==> src/rtl/irq_pin_service_pkg.sv <==
package irq_pin_service_pkg;
  localparam int PIN_W = 5;
  localparam int VEC_W = 8;
  localparam int DST_W = 8;

  // strobes from control to datapath, one request per cycle
  typedef struct packed {
    logic             svc;     // service a pin
    logic             scan;    // service comes from the post-EOI scan
    logic             eoi;     // end-of-interrupt
    logic             bad;     // level event with out-of-range pin
    logic             lvl;     // raw input level of the event
    logic [PIN_W-1:0] pin;
    logic [VEC_W-1:0] vec;     // EOI vector
  } strobe_t;
endpackage

==> src/rtl/irq_pin_service_ctrl.sv <==
module irq_pin_service_ctrl
  import irq_pin_service_pkg::*;
#(
  parameter int NPINS = 24
) (
  input  logic             clk,
  input  logic             rstN,
  input  logic             reqValid,
  input  logic             reqIsEoi,
  input  logic [PIN_W-1:0] reqPin,
  input  logic             reqLevel,
  input  logic [VEC_W-1:0] reqVector,
  output logic             reqReady,
  output strobe_t          stb
);
  localparam logic [PIN_W-1:0] LAST_PIN = PIN_W'(NPINS - 1);

  logic             scanning;
  logic [PIN_W-1:0] scanIdx;

  assign reqReady = !scanning;

  always_comb begin
    stb = '0;
    if (scanning) begin
      stb.svc  = 1'b1;
      stb.scan = 1'b1;
      stb.pin  = scanIdx;
    end else if (reqValid) begin
      if (reqIsEoi) begin
        stb.eoi = 1'b1;
        stb.vec = reqVector;
      end else if (int'(reqPin) >= NPINS) begin
        stb.bad = 1'b1;
      end else begin
        stb.svc = 1'b1;
        stb.pin = reqPin;
        stb.lvl = reqLevel;
      end
    end
  end

  always_ff @(posedge clk or negedge rstN) begin
    if (!rstN) begin
      scanning <= 1'b0;
      scanIdx  <= '0;
    end else if (stb.eoi) begin
      scanning <= 1'b1;
      scanIdx  <= '0;
    end else if (scanning) begin
      if (scanIdx == LAST_PIN) scanning <= 1'b0;
      else scanIdx <= scanIdx + 1'b1;
    end
  end
endmodule

==> src/rtl/irq_pin_service_dp.sv <==
module irq_pin_service_dp
  import irq_pin_service_pkg::*;
#(
  parameter int NPINS    = 24,
  parameter int TICK_PIN = 8
) (
  input  logic                   clk,
  input  logic                   rstN,
  input  strobe_t                stb,
  input  logic [NPINS*VEC_W-1:0] cfgVector,
  input  logic [NPINS*DST_W-1:0] cfgDest,
  input  logic [NPINS-1:0]       cfgPolarity,
  input  logic [NPINS-1:0]       cfgLevel,
  input  logic [NPINS-1:0]       cfgMask,
  output logic                   injValid,
  output logic [PIN_W-1:0]       injPin,
  output logic [VEC_W-1:0]       injVector,
  output logic [DST_W-1:0]       injDest,
  output logic                   resValid,
  output logic                   resAccepted,
  output logic                   errPin,
  output logic [NPINS-1:0]       levelBitmap,
  output logic [NPINS-1:0]       remoteIrr,
  output logic                   tickFlag
);
  logic [VEC_W-1:0] vecArr [NPINS];
  logic [DST_W-1:0] dstArr [NPINS];

  for (genvar g = 0; g < NPINS; g++) begin : g_unpack
    assign vecArr[g] = cfgVector[g*VEC_W +: VEC_W];
    assign dstArr[g] = cfgDest[g*DST_W +: DST_W];
  end

  logic             svcGo, effAsserted, isLevel, isTick;
  logic [NPINS-1:0] nBitmap, nRirr;
  logic             nTick, doInj, ok;

  assign isLevel     = cfgLevel[stb.pin];
  assign isTick      = (stb.pin == PIN_W'(TICK_PIN));
  assign svcGo       = stb.svc && (!stb.scan || levelBitmap[stb.pin]);
  assign effAsserted = stb.scan | (stb.lvl ^ cfgPolarity[stb.pin]);

  always_comb begin
    nBitmap = levelBitmap;
    nRirr   = remoteIrr;
    nTick   = tickFlag;
    doInj   = 1'b0;
    ok      = 1'b0;
    if (svcGo) begin
      if (!effAsserted) begin
        nBitmap[stb.pin] = 1'b0;
        ok = 1'b1;
      end else if (!(!isLevel && levelBitmap[stb.pin])) begin
        nBitmap[stb.pin] = 1'b1;
        if (!cfgMask[stb.pin] && !(isLevel && remoteIrr[stb.pin])
            && !(isTick && tickFlag)) begin
          doInj = 1'b1;
          ok    = 1'b1;
          if (isLevel) nRirr[stb.pin] = 1'b1;
          else if (isTick) nTick = 1'b1;
        end
      end
    end
    if (stb.eoi) begin
      if (vecArr[TICK_PIN] == stb.vec) nTick = 1'b0;
      for (int i = 0; i < NPINS; i++)
        if (cfgLevel[i] && vecArr[i] == stb.vec) nRirr[i] = 1'b0;
    end
  end

  always_ff @(posedge clk or negedge rstN) begin
    if (!rstN) begin
      levelBitmap <= '0;
      remoteIrr   <= '0;
      tickFlag    <= 1'b0;
      injValid    <= 1'b0;
      injPin      <= '0;
      injVector   <= '0;
      injDest     <= '0;
      resValid    <= 1'b0;
      resAccepted <= 1'b0;
      errPin      <= 1'b0;
    end else begin
      levelBitmap <= nBitmap;
      remoteIrr   <= nRirr;
      tickFlag    <= nTick;
      injValid    <= doInj;
      if (doInj) begin
        injPin    <= stb.pin;
        injVector <= vecArr[stb.pin];
        injDest   <= dstArr[stb.pin];
      end
      resValid    <= (stb.svc && !stb.scan) || stb.bad;
      resAccepted <= ok && !stb.scan;
      errPin      <= stb.bad;
    end
  end
endmodule

==> src/rtl/irq_pin_service.sv <==
module irq_pin_service
  import irq_pin_service_pkg::*;
#(
  parameter int NPINS    = 24,
  parameter int TICK_PIN = 8
) (
  input  logic                   clk,
  input  logic                   rstN,
  input  logic                   reqValid,
  input  logic                   reqIsEoi,
  input  logic [PIN_W-1:0]       reqPin,
  input  logic                   reqLevel,
  input  logic [VEC_W-1:0]       reqVector,
  output logic                   reqReady,
  input  logic [NPINS*VEC_W-1:0] cfgVector,
  input  logic [NPINS*DST_W-1:0] cfgDest,
  input  logic [NPINS-1:0]       cfgPolarity,
  input  logic [NPINS-1:0]       cfgLevel,
  input  logic [NPINS-1:0]       cfgMask,
  output logic                   injValid,
  output logic [PIN_W-1:0]       injPin,
  output logic [VEC_W-1:0]       injVector,
  output logic [DST_W-1:0]       injDest,
  output logic                   resValid,
  output logic                   resAccepted,
  output logic                   errPin,
  output logic [NPINS-1:0]       levelBitmap,
  output logic [NPINS-1:0]       remoteIrr,
  output logic                   tickFlag
);
  strobe_t stb;

  irq_pin_service_ctrl #(.NPINS(NPINS)) u_ctrl (
    .clk(clk), .rstN(rstN), .reqValid(reqValid), .reqIsEoi(reqIsEoi),
    .reqPin(reqPin), .reqLevel(reqLevel), .reqVector(reqVector),
    .reqReady(reqReady), .stb(stb)
  );

  irq_pin_service_dp #(.NPINS(NPINS), .TICK_PIN(TICK_PIN)) u_dp (
    .clk(clk), .rstN(rstN), .stb(stb), .cfgVector(cfgVector), .cfgDest(cfgDest),
    .cfgPolarity(cfgPolarity), .cfgLevel(cfgLevel), .cfgMask(cfgMask),
    .injValid(injValid), .injPin(injPin), .injVector(injVector), .injDest(injDest),
    .resValid(resValid), .resAccepted(resAccepted), .errPin(errPin),
    .levelBitmap(levelBitmap), .remoteIrr(remoteIrr), .tickFlag(tickFlag)
  );
endmodule

==> config.mk <==
export PLATFORM = sky130hd
export DESIGN_NAME = irq_pin_service
export DESIGN_NICKNAME = d
export VERILOG_FILES = /design/src/rtl/irq_pin_service_pkg.sv /design/src/rtl/irq_pin_service_ctrl.sv /design/src/rtl/irq_pin_service_dp.sv /design/src/rtl/irq_pin_service.sv
export SDC_FILE = /design/constraint.sdc
export NUM_CORES = 1
export LEC_CHECK = 0
export BUFFER_PORTS_ARGS = -buffer_cell sky130_fd_sc_hd__buf_2
export CAP_MARGIN = 40
export CORE_AREA = 2 2 213 215
export CTS_CLUSTER_SIZE = 8
export DETAILED_ROUTE_END_ITERATION = 8
export DIE_AREA = 0 0 215 217
export PLACE_DENSITY = 0.52
export SYNTH_ARGS = -nofsm -noshare
export SYNTH_HDL_FRONTEND = slang
export SYNTH_HIERARCHICAL = 1
export SYNTH_SLANG_ARGS = --single-unit
==> constraint.sdc <==
create_clock -name clk -period 2.9 [get_ports clk]
set_input_delay 0.435 -clock clk [delete_from_list [all_inputs] [get_ports clk]]
set_output_delay 0.435 -clock clk [all_outputs]
set_load 0.005 [all_outputs]
==> results_dict.tcl <==
set metrics [dict create \
    grtUsageTotal_pct 23.54 \
    arrival_ps 3540 \
    finalClockSkew_ps 11.55 \
    violations "negative setup slack" \
    wire_per_inst_um 26.34 \
    clkLatencyLatePin_ps 350 \
    yosysWarnings 6 \
    finalCritPeriodShare_pct 114.0 \
    start_util_pct 21.58 \
    status "finished with violations" \
    syn_nets 1352 \
    hold_path.class "input pin to async pin" \
    place_ws_ps -650.0 \
    timing_hold_violations_final 0 \
    crit_fanout 8 \
    ys_types 65 \
    powerDensity_nw_per_um2 1032 \
    cts_tree "built" \
    final.fill_count 4522 \
    syn_area_sq_um 9644 \
    worst_pin_slew_ps 687.6 \
    die_w_um 215 \
    first_pass_iters 7 \
    yosys_register_bits 80 \
    htreeDepth 3 \
    postLayoutCoreUtil_pct 36.51 \
    synthFlopType "dfrtp_1" \
    path_common_cell "buf_12" \
    dr_total_vias 11257 \
    critPathKind "flip-flop to flip-flop" \
    start_kind "flip-flop" \
    crit_slowest_cell "mux4_2" \
    antenna_found_initial 8 \
    relSlewSlack_pct 54.16 \
    timing.fmax_mhz 302.4 \
    grt_max_degree 54 \
    overflow 0 \
    cts_max_path_buffers 2 \
    synthCells 877 \
    maxCapViolations 0 \
    die-area_sq_um 46660 \
    rows 78 \
    endpoint_kind "flip-flop" \
    final_cell_mix "buf_2 (547), buf_4 (178), xor2_1 (165)" \
    async_reset_ff_share_pct 100.0 \
    tns_ps -20320 \
    final_common_cell "buf_2" \
    synth_edf_count 0 \
    clkTransAtPathRegs_ps 60 \
    ios 549 \
    slew_viol_final 0 \
    rsz0062_at_grt "yes" \
    worst_ep_required_time_ps 3130 \
    avgSynthCellArea_sq_um 11.00 \
    fin_crit_ps 3307 \
    coreArea_sq_um 44700 \
    rr_worst_depth 13 \
    clock-sinks 80 \
    grt_pass1_wl_mm 80.43 \
    seq_area_frac_synth_pct 20.76 \
    place_congestion 0.9594 \
    grt_pass1_vias 11460 \
    leakagePower_nw 7.623 \
    drc 0 \
    finalWorstSetupSlack_ps -407.3 \
    die_h_um 217 \
    cts_buffers 9 \
    path_cells "mux2i_4 > nor2_4 > buf_8 > buf_12 > mux4_2 > a22oi_2 > nand3_2 > nor3_4 > o21bai_4 > nor3_4 > buf_12 > buf_12 > mux2_4" \
    cts_root_buffer "clkbuf_16" \
    vias_per_cell 5.138 \
    dp_hpwl_mm 47.19 \
    slowest_delay_ps 560 \
    area_delta_synth_final_pct 69.23 \
    nets 2060 \
    drive_gt1_share_pct 68.26 \
    wirelength_mm 57.70 \
    setup_viol 71 \
    drt-initial-drc-count 929 \
    multi_input_area_sq_um 8026 \
    ant_nets 0 \
    portBuffers 548 \
    regArea_sq_um 2003 \
    ir_worst_vdd_v 0.0006483 \
]
==> power by group <==
part / switching (mW) / leakage, nW / internal [mW]
Sequential: 0.440 / 1.05 / 1.55
Combinational: 6.64 / 6.43 / 7.04
Clock: 0.475 / 0.143 / 0.703
Total: 7.56 / 7.62 / 9.29
==> worst max-delay path: cells and delay by family, from the launching register on <==
family	cells	cell delay, ps
buffers and inverters	4	580
AO/OA/AOI/OAI	2	330
multiplexers	3	1080
flip-flops	1	470
AND/OR/NAND/NOR	4	710
==> per-layer routing <==
layer	routed length, um	track usage [%]
met1	24350	32.04
met3	5163	5.353
met2	26660	37.69
met4	1482	6.207
met5	49	0
==> cells in the mapped netlist (7+ instances only) <==
master | instances | area (sq um)
clkbuf_1 | 40 | 150.1
buf_1 | 17 | 63.81
nor2_1 | 34 | 127.6
xor2_1 | 165 | 1445
mux4_1 | 10 | 262.8
nand4_1 | 26 | 162.7
nand3_1 | 21 | 105.1
mux4_2 | 110 | 2477
nand2_1 | 21 | 78.83
xnor2_1 | 28 | 245.2
a41oi_1 | 19 | 166.4
and2_1 | 9 | 56.30
o22a_1 | 7 | 61.31
mux2_4 | 19 | 285.3
a31oi_1 | 13 | 81.33
mux2i_1 | 15 | 150.1
buf_2 | 20 | 100.1
nor2_2 | 7 | 43.79
a21oi_1 | 28 | 140.1
a22oi_1 | 53 | 397.9
nor4_1 | 49 | 306.5
dfrtp_1 | 80 | 2002
==> kinds of logic after synthesis <==
| logic type | Yosys count | share of synthesized area, % |
|---|---|---|
| AOI/OAI and AO/OA | 148 | 11.35 |
| DFF | 80 | 20.76 |
| muxes | 158 | 33.39 |
| and+or+nand+nor | 200 | 11.94 |
| adders and majority gates | 1 | 0.1297 |
| buffers and inverters | 97 | 4.904 |
| xor gates and xnor gates | 193 | 17.53 |
==> cell type report <==
type / instances / share of cell area, %
Multi-Input combinational cell: 700 / 49.18
Clock inverter: 3 / 0.2607
Inverter: 7 / 0.1917
Antenna cell: 3 / 0.04600
Tap cell: 600 / 4.600
Timing Repair Buffer: 787 / 31.90
Sequential cell: 80 / 12.27
Clock buffer: 11 / 1.549
==> stage by stage <==
| stage | cell area, sq um | instances | hold slack (ps) | power, mW |
|---|---|---|---|---|
| after floorplan | 9676 | 877 | 139.4 | 8.097 |
| after global placement | 14450 | 2124 | 406.2 | 12.28 |
| after detailed placement | 14450 | 2124 | 407.4 | 12.37 |
| after CTS | 15690 | 2176 | 23.20 | 15.81 |
| after global routing | 16320 | 2191 | 44.42 | 17.72 |
| final | 16320 | 2191 | 16.35 | 16.85 |
==> path summary, 6_finish.rpt <==
| kind | from | endpoint | slack (ps) |
|---|---|---|---|
| max | u_ctrl/scanning | u_dp/injVector[7] | -410 |
| min | rstN | u_dp/resValid | 20 |
| max reg2reg | u_ctrl/scanning | u_dp/injVector[7] | -410 |
| min reg2reg | u_dp/injDest[1] | u_dp/injDest[1] | 510 |
| max in group asynchronous | rstN | u_dp/remoteIrr[4] | 2200 |
| min in group clk | cfgLevel[8] | u_dp/remoteIrr[8] | 290 |
==> repair_timing <==
action / CTS / global route
hold endpoints to repair: 0 / 0
resized for setup: 102 / 90
hold buffers: 0 / 0
pin swaps: 44 / 57
gates cloned: 6 / 3
setup buffers: 33 / 20
endpoints found under the setup margin: 71 / 72
(Power assumes the default switching activity.)
